==> src/rtl/i2s_tx_pkg.sv <==
package i2s_tx_pkg;

  localparam int SAMPLE_W = 32;

  localparam logic [2:0] ADDR_CTRL  = 3'd0;
  localparam logic [2:0] ADDR_DATA  = 3'd1;
  localparam logic [2:0] ADDR_MDIV  = 3'd2;
  localparam logic [2:0] ADDR_BDIV  = 3'd3;
  localparam logic [2:0] ADDR_STAT  = 3'd4;

  typedef struct packed {
    logic       mono;
    logic [1:0] wcode;
  } tx_cfg_t;

  // Reserved code 2 falls into the 32-bit case.
  function automatic logic [5:0] width_bits(input logic [1:0] code);
    case (code)
      2'd0:    width_bits = 6'd8;
      2'd1:    width_bits = 6'd16;
      default: width_bits = 6'd32;
    endcase
  endfunction

endpackage

==> src/rtl/i2s_tx_fifo.sv <==
module i2s_tx_fifo #(
  parameter int DEPTH = 8,
  parameter int WIDTH = 32
) (
  input  logic                     clk,
  input  logic                     rst,
  input  logic                     push,
  input  logic [WIDTH-1:0]         wdata,
  input  logic                     pop,
  output logic [WIDTH-1:0]         rdata,
  output logic                     empty,
  output logic                     full,
  output logic [$clog2(DEPTH):0]   level
);

  localparam int AW = $clog2(DEPTH);

  logic [WIDTH-1:0] mem [DEPTH];
  logic [AW-1:0]    wp, rp;
  logic [AW:0]      cnt;
  logic             do_push, do_pop;

  assign empty   = (cnt == '0);
  assign full    = (cnt == (AW+1)'(DEPTH));
  assign do_push = push && !full;
  assign do_pop  = pop && !empty;
  assign rdata   = mem[rp];
  assign level   = cnt;

  always_ff @(posedge clk) begin
    if (do_push) mem[wp] <= wdata;
  end

  always_ff @(posedge clk) begin
    if (rst) begin
      wp  <= '0;
      rp  <= '0;
      cnt <= '0;
    end else begin
      if (do_push) wp <= (wp == AW'(DEPTH-1)) ? '0 : wp + 1'b1;
      if (do_pop)  rp <= (rp == AW'(DEPTH-1)) ? '0 : rp + 1'b1;
      case ({do_push, do_pop})
        2'b10:   cnt <= cnt + 1'b1;
        2'b01:   cnt <= cnt - 1'b1;
        default: cnt <= cnt;
      endcase
    end
  end


  level_bound_chk: assert property (@(posedge clk) disable iff (rst)
    level <= (AW+1)'(DEPTH));


  full_hold_chk: assert property (@(posedge clk) disable iff (rst)
    (full && !pop) |=> full);

endmodule

==> src/rtl/i2s_tx_clkgen.sv <==
module i2s_tx_clkgen #(
  parameter int DIVW = 8
) (
  input  logic            clk,
  input  logic            rst,
  input  logic [DIVW-1:0] mdiv,
  input  logic [DIVW-1:0] bdiv,
  output logic            run,
  output logic            mclk_o,
  output logic            bclk_o,
  output logic            bfall
);

  logic [DIVW-1:0] mcnt, bcnt;
  logic            mtick, bterm;

  assign run   = (mdiv != '0) && (bdiv != '0);
  assign mtick = run && (mcnt == mdiv - DIVW'(1));
  assign bterm = (bcnt == bdiv - DIVW'(1));
  assign bfall = mtick && bterm && bclk_o;

  always_ff @(posedge clk) begin
    if (rst || !run) begin
      mcnt   <= '0;
      bcnt   <= '0;
      mclk_o <= 1'b0;
      bclk_o <= 1'b0;
    end else if (mtick) begin
      mcnt   <= '0;
      mclk_o <= ~mclk_o;
      if (bterm) begin
        bcnt   <= '0;
        bclk_o <= ~bclk_o;
      end else begin
        bcnt <= bcnt + 1'b1;
      end
    end else begin
      mcnt <= mcnt + 1'b1;
    end
  end


  bclk_idle_chk: assert property (@(posedge clk) disable iff (rst)
    !run |=> (!bclk_o && !mclk_o));


  bclk_step_chk: assert property (@(posedge clk) disable iff (rst)
    (run && !mtick) |=> $stable(bclk_o));

endmodule

==> src/rtl/i2s_tx_serializer.sv <==
module i2s_tx_serializer
  import i2s_tx_pkg::*;
#(
  parameter int DW = 32
) (
  input  logic          clk,
  input  logic          rst,
  input  logic          run,
  input  logic          bfall,
  input  tx_cfg_t       cfg,
  input  logic          fifo_empty,
  input  logic [DW-1:0] fifo_rdata,
  output logic          pop,
  output logic          urun,
  output logic          sd_o,
  output logic          ws_o
);

  logic [5:0]    cnt, cur_w, wbits;
  logic          chan, cur_mono, mono_eff;
  logic          frame_start, need_new, last;
  logic [DW-1:0] sh, hold, word, aligned;
  logic [6:0]    shamt;

  assign frame_start = (cnt == '0) && !chan;
  assign wbits       = frame_start ? width_bits(cfg.wcode) : cur_w;
  assign mono_eff    = frame_start ? cfg.mono : cur_mono;
  assign need_new    = (cnt == '0) && (!chan || !mono_eff);
  assign last        = (cnt == wbits - 6'd1);
  assign pop         = bfall && need_new && !fifo_empty;
  assign urun        = bfall && need_new && fifo_empty;
  assign word        = need_new ? (fifo_empty ? '0 : fifo_rdata) : hold;
  assign shamt       = 7'(DW) - {1'b0, wbits};
  assign aligned     = word << shamt;

  always_ff @(posedge clk) begin
    if (rst || !run) begin
      cnt      <= '0;
      chan     <= 1'b0;
      sh       <= '0;
      hold     <= '0;
      cur_w    <= 6'd32;
      cur_mono <= 1'b0;
      sd_o     <= 1'b0;
      ws_o     <= 1'b0;
    end else if (bfall) begin
      if (cnt == '0) begin
        sd_o <= aligned[DW-1];
        sh   <= aligned << 1;
        if (need_new)    hold <= word;
        if (frame_start) begin
          cur_w    <= wbits;
          cur_mono <= cfg.mono;
        end
      end else begin
        sd_o <= sh[DW-1];
        sh   <= sh << 1;
      end
      ws_o <= last ? ~chan : chan;
      cnt  <= last ? '0 : cnt + 1'b1;
      if (last) chan <= ~chan;
    end
  end


  sd_edge_chk: assert property (@(posedge clk) disable iff (rst)
    (run && !bfall) |=> $stable(sd_o));


  ws_edge_chk: assert property (@(posedge clk) disable iff (rst)
    (run && !bfall) |=> $stable(ws_o));


  urun_nopop_chk: assert property (@(posedge clk) disable iff (rst)
    !(pop && urun));

endmodule

==> src/rtl/i2s_tx_core.sv <==
module i2s_tx_core
  import i2s_tx_pkg::*;
#(
  parameter int DEPTH = 8,
  parameter int DIVW  = 8
) (
  input  logic                   clk,
  input  logic                   rst,
  input  logic                   reg_wr,
  input  logic [2:0]             reg_addr,
  input  logic [31:0]            reg_wdata,
  output logic                   mclk_o,
  output logic                   bclk_o,
  output logic                   ws_o,
  output logic                   sd_o,
  output logic [$clog2(DEPTH):0] fifo_level,
  output logic                   underflow_o
);

  tx_cfg_t             cfg;
  logic [DIVW-1:0]     mdiv, bdiv;
  logic                push, clr, run, bfall, pop, urun, empty, full;
  logic [SAMPLE_W-1:0] rdata;

  assign push = reg_wr && (reg_addr == ADDR_DATA);
  assign clr  = reg_wr && (reg_addr == ADDR_STAT) && reg_wdata[0];

  always_ff @(posedge clk) begin
    if (rst) begin
      cfg         <= '{mono: 1'b0, wcode: 2'd3};
      mdiv        <= '0;
      bdiv        <= '0;
      underflow_o <= 1'b0;
    end else begin
      if (reg_wr && reg_addr == ADDR_CTRL) cfg  <= tx_cfg_t'(reg_wdata[2:0]);
      if (reg_wr && reg_addr == ADDR_MDIV) mdiv <= reg_wdata[DIVW-1:0];
      if (reg_wr && reg_addr == ADDR_BDIV) bdiv <= reg_wdata[DIVW-1:0];
      if (urun)     underflow_o <= 1'b1;
      else if (clr) underflow_o <= 1'b0;
    end
  end

  i2s_tx_fifo #(.DEPTH(DEPTH), .WIDTH(SAMPLE_W)) u_fifo (
    .clk(clk), .rst(rst), .push(push), .wdata(reg_wdata), .pop(pop),
    .rdata(rdata), .empty(empty), .full(full), .level(fifo_level)
  );

  i2s_tx_clkgen #(.DIVW(DIVW)) u_clk (
    .clk(clk), .rst(rst), .mdiv(mdiv), .bdiv(bdiv), .run(run),
    .mclk_o(mclk_o), .bclk_o(bclk_o), .bfall(bfall)
  );

  i2s_tx_serializer #(.DW(SAMPLE_W)) u_ser (
    .clk(clk), .rst(rst), .run(run), .bfall(bfall), .cfg(cfg),
    .fifo_empty(empty), .fifo_rdata(rdata), .pop(pop), .urun(urun),
    .sd_o(sd_o), .ws_o(ws_o)
  );


  urun_sticky_chk: assert property (@(posedge clk) disable iff (rst)
    (underflow_o && !clr) |=> underflow_o);


  idle_nopop_chk: assert property (@(posedge clk) disable iff (rst)
    !run |-> !pop);

endmodule

==> config.mk <==
export PLATFORM = sky130hd
export DESIGN_NAME = i2s_tx_core
export DESIGN_NICKNAME = d
export VERILOG_FILES = /design/src/rtl/i2s_tx_pkg.sv /design/src/rtl/i2s_tx_fifo.sv /design/src/rtl/i2s_tx_clkgen.sv /design/src/rtl/i2s_tx_serializer.sv /design/src/rtl/i2s_tx_core.sv
export SDC_FILE = /design/constraint.sdc
export NUM_CORES = 1
export LEC_CHECK = 0
export CAP_MARGIN = 10
export CORE_UTILIZATION = 32
export DETAILED_ROUTE_END_ITERATION = 6
export PLACE_DENSITY = 0.54
export SLEW_MARGIN = 20
export SYNTH_ARGS = -nofsm -noshare
export SYNTH_HDL_FRONTEND = slang
export SYNTH_SLANG_ARGS = --single-unit
==> constraint.sdc <==
create_clock -name clk -period 5.5 [get_ports clk]
set_input_delay 1.1 -clock clk [delete_from_list [all_inputs] [get_ports clk]]
set_output_delay 1.1 -clock clk [all_outputs]
set_load 0.1 [all_outputs]
==> metrics.md <==
| Metric | Value |
|---|---|
| Status | complete, no violations |
| Maximum fanout along the worst path | 19 |
| Starting density of the core | between 30 and 40% |
| Post-synth top area cell | edfxtp_1 |
| Num ports | 47 |
| Max_slew headroom | roughly 26% |
| Syn nets | approximately 1500 |
| DR iter-0 viols | between 900 and 1000 |
| Async set-reset flop share out of synthesis | 0% |
| GRT Util Overall | approximately 16% |
| Worst VDD drop | 0.000184 V |
| Synth area leaders | edfxtp_1 43%, dfxtp_1 15%, mux4_2 7.8% |
| Crit-path cells | inv_1 -> ha_1 -> nor3b_1 -> a21oi_2 -> inv_2 -> ha_1 -> nor3b_1 -> a21boi_1 -> a21oi_1 -> nand2_1 -> o21ai_0 -> a21oi_1 -> or4b_1 -> a31oi_1 |
| DRC violations left | 0 |
| Clock period minus worst slack | between 4000 and 5000 ps |
| Bufs on Longest Clock Path | 3 |
| Initial antenna violation count | 0 |
| Core area | 54200 um^2 |
| Worst Hold Slack | between 400 and 500 ps |
| HPWL Detailed | a little under 30000 um |
| Port-buffer cells | 46 |
| Most common cell in the netlist | edfxtp_1 |
| Via count | about 12000 |
| Final-report hold violation count | 0 |
| Layout cells sized above 1 | between 10% and 20% |
| Unrepaired setup endpoints after global routing | false |
| Post-synth EDFFs | around 260 |
| Number of cell rows | 85 |
| Post-Syn Area | 17700 um^2 |
| Number of global-route vias before repair | approximately 12000 |
| # resized after CTS | 0 |
| Htree depth | 2 |
| Routability cong. | roughly 0.94 |
| Slowest Stage Delay on Critical Path | 760 ps |
| Fmax | about 210 MHz |
| Tcrit/Tclk final | around nine tenths |
| CTS tree | built |
| Die width | 237 um |
| Max-slew violation count | 0 |
| Top_reg_cell synth | edfxtp_1 |
| Final nets | 1530 |
| CTS Buf Count | 43 |
| Max-cap violations | 0 |
| LEAKAGE | between 6 and 7 nW |
| Syn-to-layout area delta | 15.7% |
| First-pass GRT wire length | approximately 70000 um |
| Final setup viols | 0 |
| CTS clock-pin slew for the worst setup and hold paths | about 70 ps |
| CTS Hold Bufs | 0 |
| Area share of the largest cell type after synthesis | between 40% and 50% |
| Die H | between 200 and 250 um |
| GRT overflow | 0 |
| Initial DRT Pass Iterations | 5 |
| Antenna Cells | 0 |
| Routed WL | between 40000 and 50000 um |
| Sequential cell area fraction in the yosys report | about 58% |
| Synthesis Warnings | 0 |
| Mapped Cells | approximately 1400 |
| CP max stage cell | o21ai_0 |
| Detail Route Antenna Nets | 0 |
| Post-synth cell types | a little over 80 |
| Synth Register Bits | just under 400 |
| Worst Tran Pin Value | 1110 ps |
| Most common library cells after synthesis | 256 x edfxtp_1, 170 x nand2_1, 129 x dfxtp_1 |
| Mapped Avg Cell Area | 12.3 um^2 |
| CP Data Required Time | ~6000 ps |
| Die area | 56200 um^2 |
| Reg2Reg Setup Slack | approximately 650 ps |
| CP Class | register to register |
| Critical Path End Type | register |
| Startpoint Class | register |
| Largest net degree at the start of global routing | 58 |
| Clock sink count | 385 |
| Setup TNS | 0 ps |
| Clock latency on the worst-skew pair | 580 ps |
| CTS root buf | clkbuf_16 |
| Crit path DAT | between 5000 and 6000 ps |
| WL/cell | ~20 um |
| Vias per inst | around 5.4 |
| Power per cell area | 306 nW/um^2 |
| Min-delay worst type | register to register |
| Final Skew | ~22 ps |
| Post-CTS Setup Bufs | 0 |
==> where the power goes <==
part           switching (mW)  internal (mW)  leakage [nW]  total, mW
registers             0.00727           3.09          3.34       3.10
logic                   0.108         0.0629          2.45      0.171
clock network            1.21           1.78         0.708       2.99
==> worst paths after layout <==
path	startpoint	endpoint	depth (start not counted)
setup / recovery	u_ser.cnt[0]	u_ser.sh[19]	14
hold / removal	u_ser.hold[4]	u_ser.hold[4]	2
setup reg to reg	u_ser.cnt[0]	u_ser.sh[19]	14
hold reg to reg	u_ser.hold[4]	u_ser.hold[4]	2
==> final cells by class <==
cell class              instances  area (um^2)
clock inverters                24          319
repair buffers                 82          743
multi-input cells             951         7050
fillers                      5259        33800
clock buffers                  55         1150
well taps                     696          871
inverters                      14         52.6
flip-flops and latches        385        10300
==> through the flow <==
step / worst slack, ps / total power [mW] / util (%) / area, um^2 / instances
after floorplan: 809 / 3.24 / - / 17700 / 1435
final: 650 / 6.26 / 37.7 / 20500 / 2207
after detailed placement: 762 / 3.33 / 35.0 / 19000 / 2128
after CTS: 730 / 6.33 / 37.7 / 20500 / 2207
after global routing: 305 / 6.45 / 37.7 / 20500 / 2207
after global placement: 953 / 3.33 / 35.0 / 19000 / 2128
==> kinds of logic (layout without fill, tap and decap cells) <==
family / count (synthesis) / count (layout) / share of synthesized area (%)
compound gates: 315 / 315 / 11.8
xor+xnor: 51 / 51 / 2.60
fa+ha+maj: 15 / 15 / 1.06
buf+inv: 99 / 175 / 2.39
flops: 385 / 385 / 58.1
mux: 142 / 142 / 12.5
simple gates: 428 / 428 / 11.6
==> placed cells by master (no fill, tap or decap), types with 43 or more instances in the layout <==
| cell type | count |
|---|---|
| a21oi_1 | 111 |
| clkbuf_16 | 44 |
| clkdlybuf4s50_1 | 46 |
| dfxtp_1 | 126 |
| edfxtp_1 | 256 |
| mux2i_1 | 61 |
| mux4_2 | 61 |
| nand2_1 | 170 |
| nor2_1 | 88 |
| o21ai_0 | 43 |
==> per-layer routing <==
metal  up-vias  GRT usage (%)  part of all wire (%)
met2       326           25.7                    47
met5         -              0                     0
met1      5924           22.3                    46
met4         0           4.01                   1.8
li1       5583              -                     -
met3        70           2.86                   5.5
==> critical path: cells and delay by family, from the launching register on <==
family,cells,cell delay (ps)
compound gates,6,1940
simple gates,4,1510
fa+ha+maj,2,560
buf+inv,2,420
flops,1,350
==> registers in the layout (all words and copies together), names as in the netlist, 3 cells and up, named ones only <==
signal / cells
u_ser.sh: 31
mdiv: 8
u_fifo.wp: 3
u_ser.cnt: 6
u_ser.hold: 32
u_fifo.level: 4
u_clk.bcnt: 8
cfg: 3
u_fifo.mem: 256
bdiv: 8
u_ser.cur_w: 6
u_fifo.rp: 3
u_clk.mcnt: 8
No activity file was read; power rests on OpenSTA's default activity.
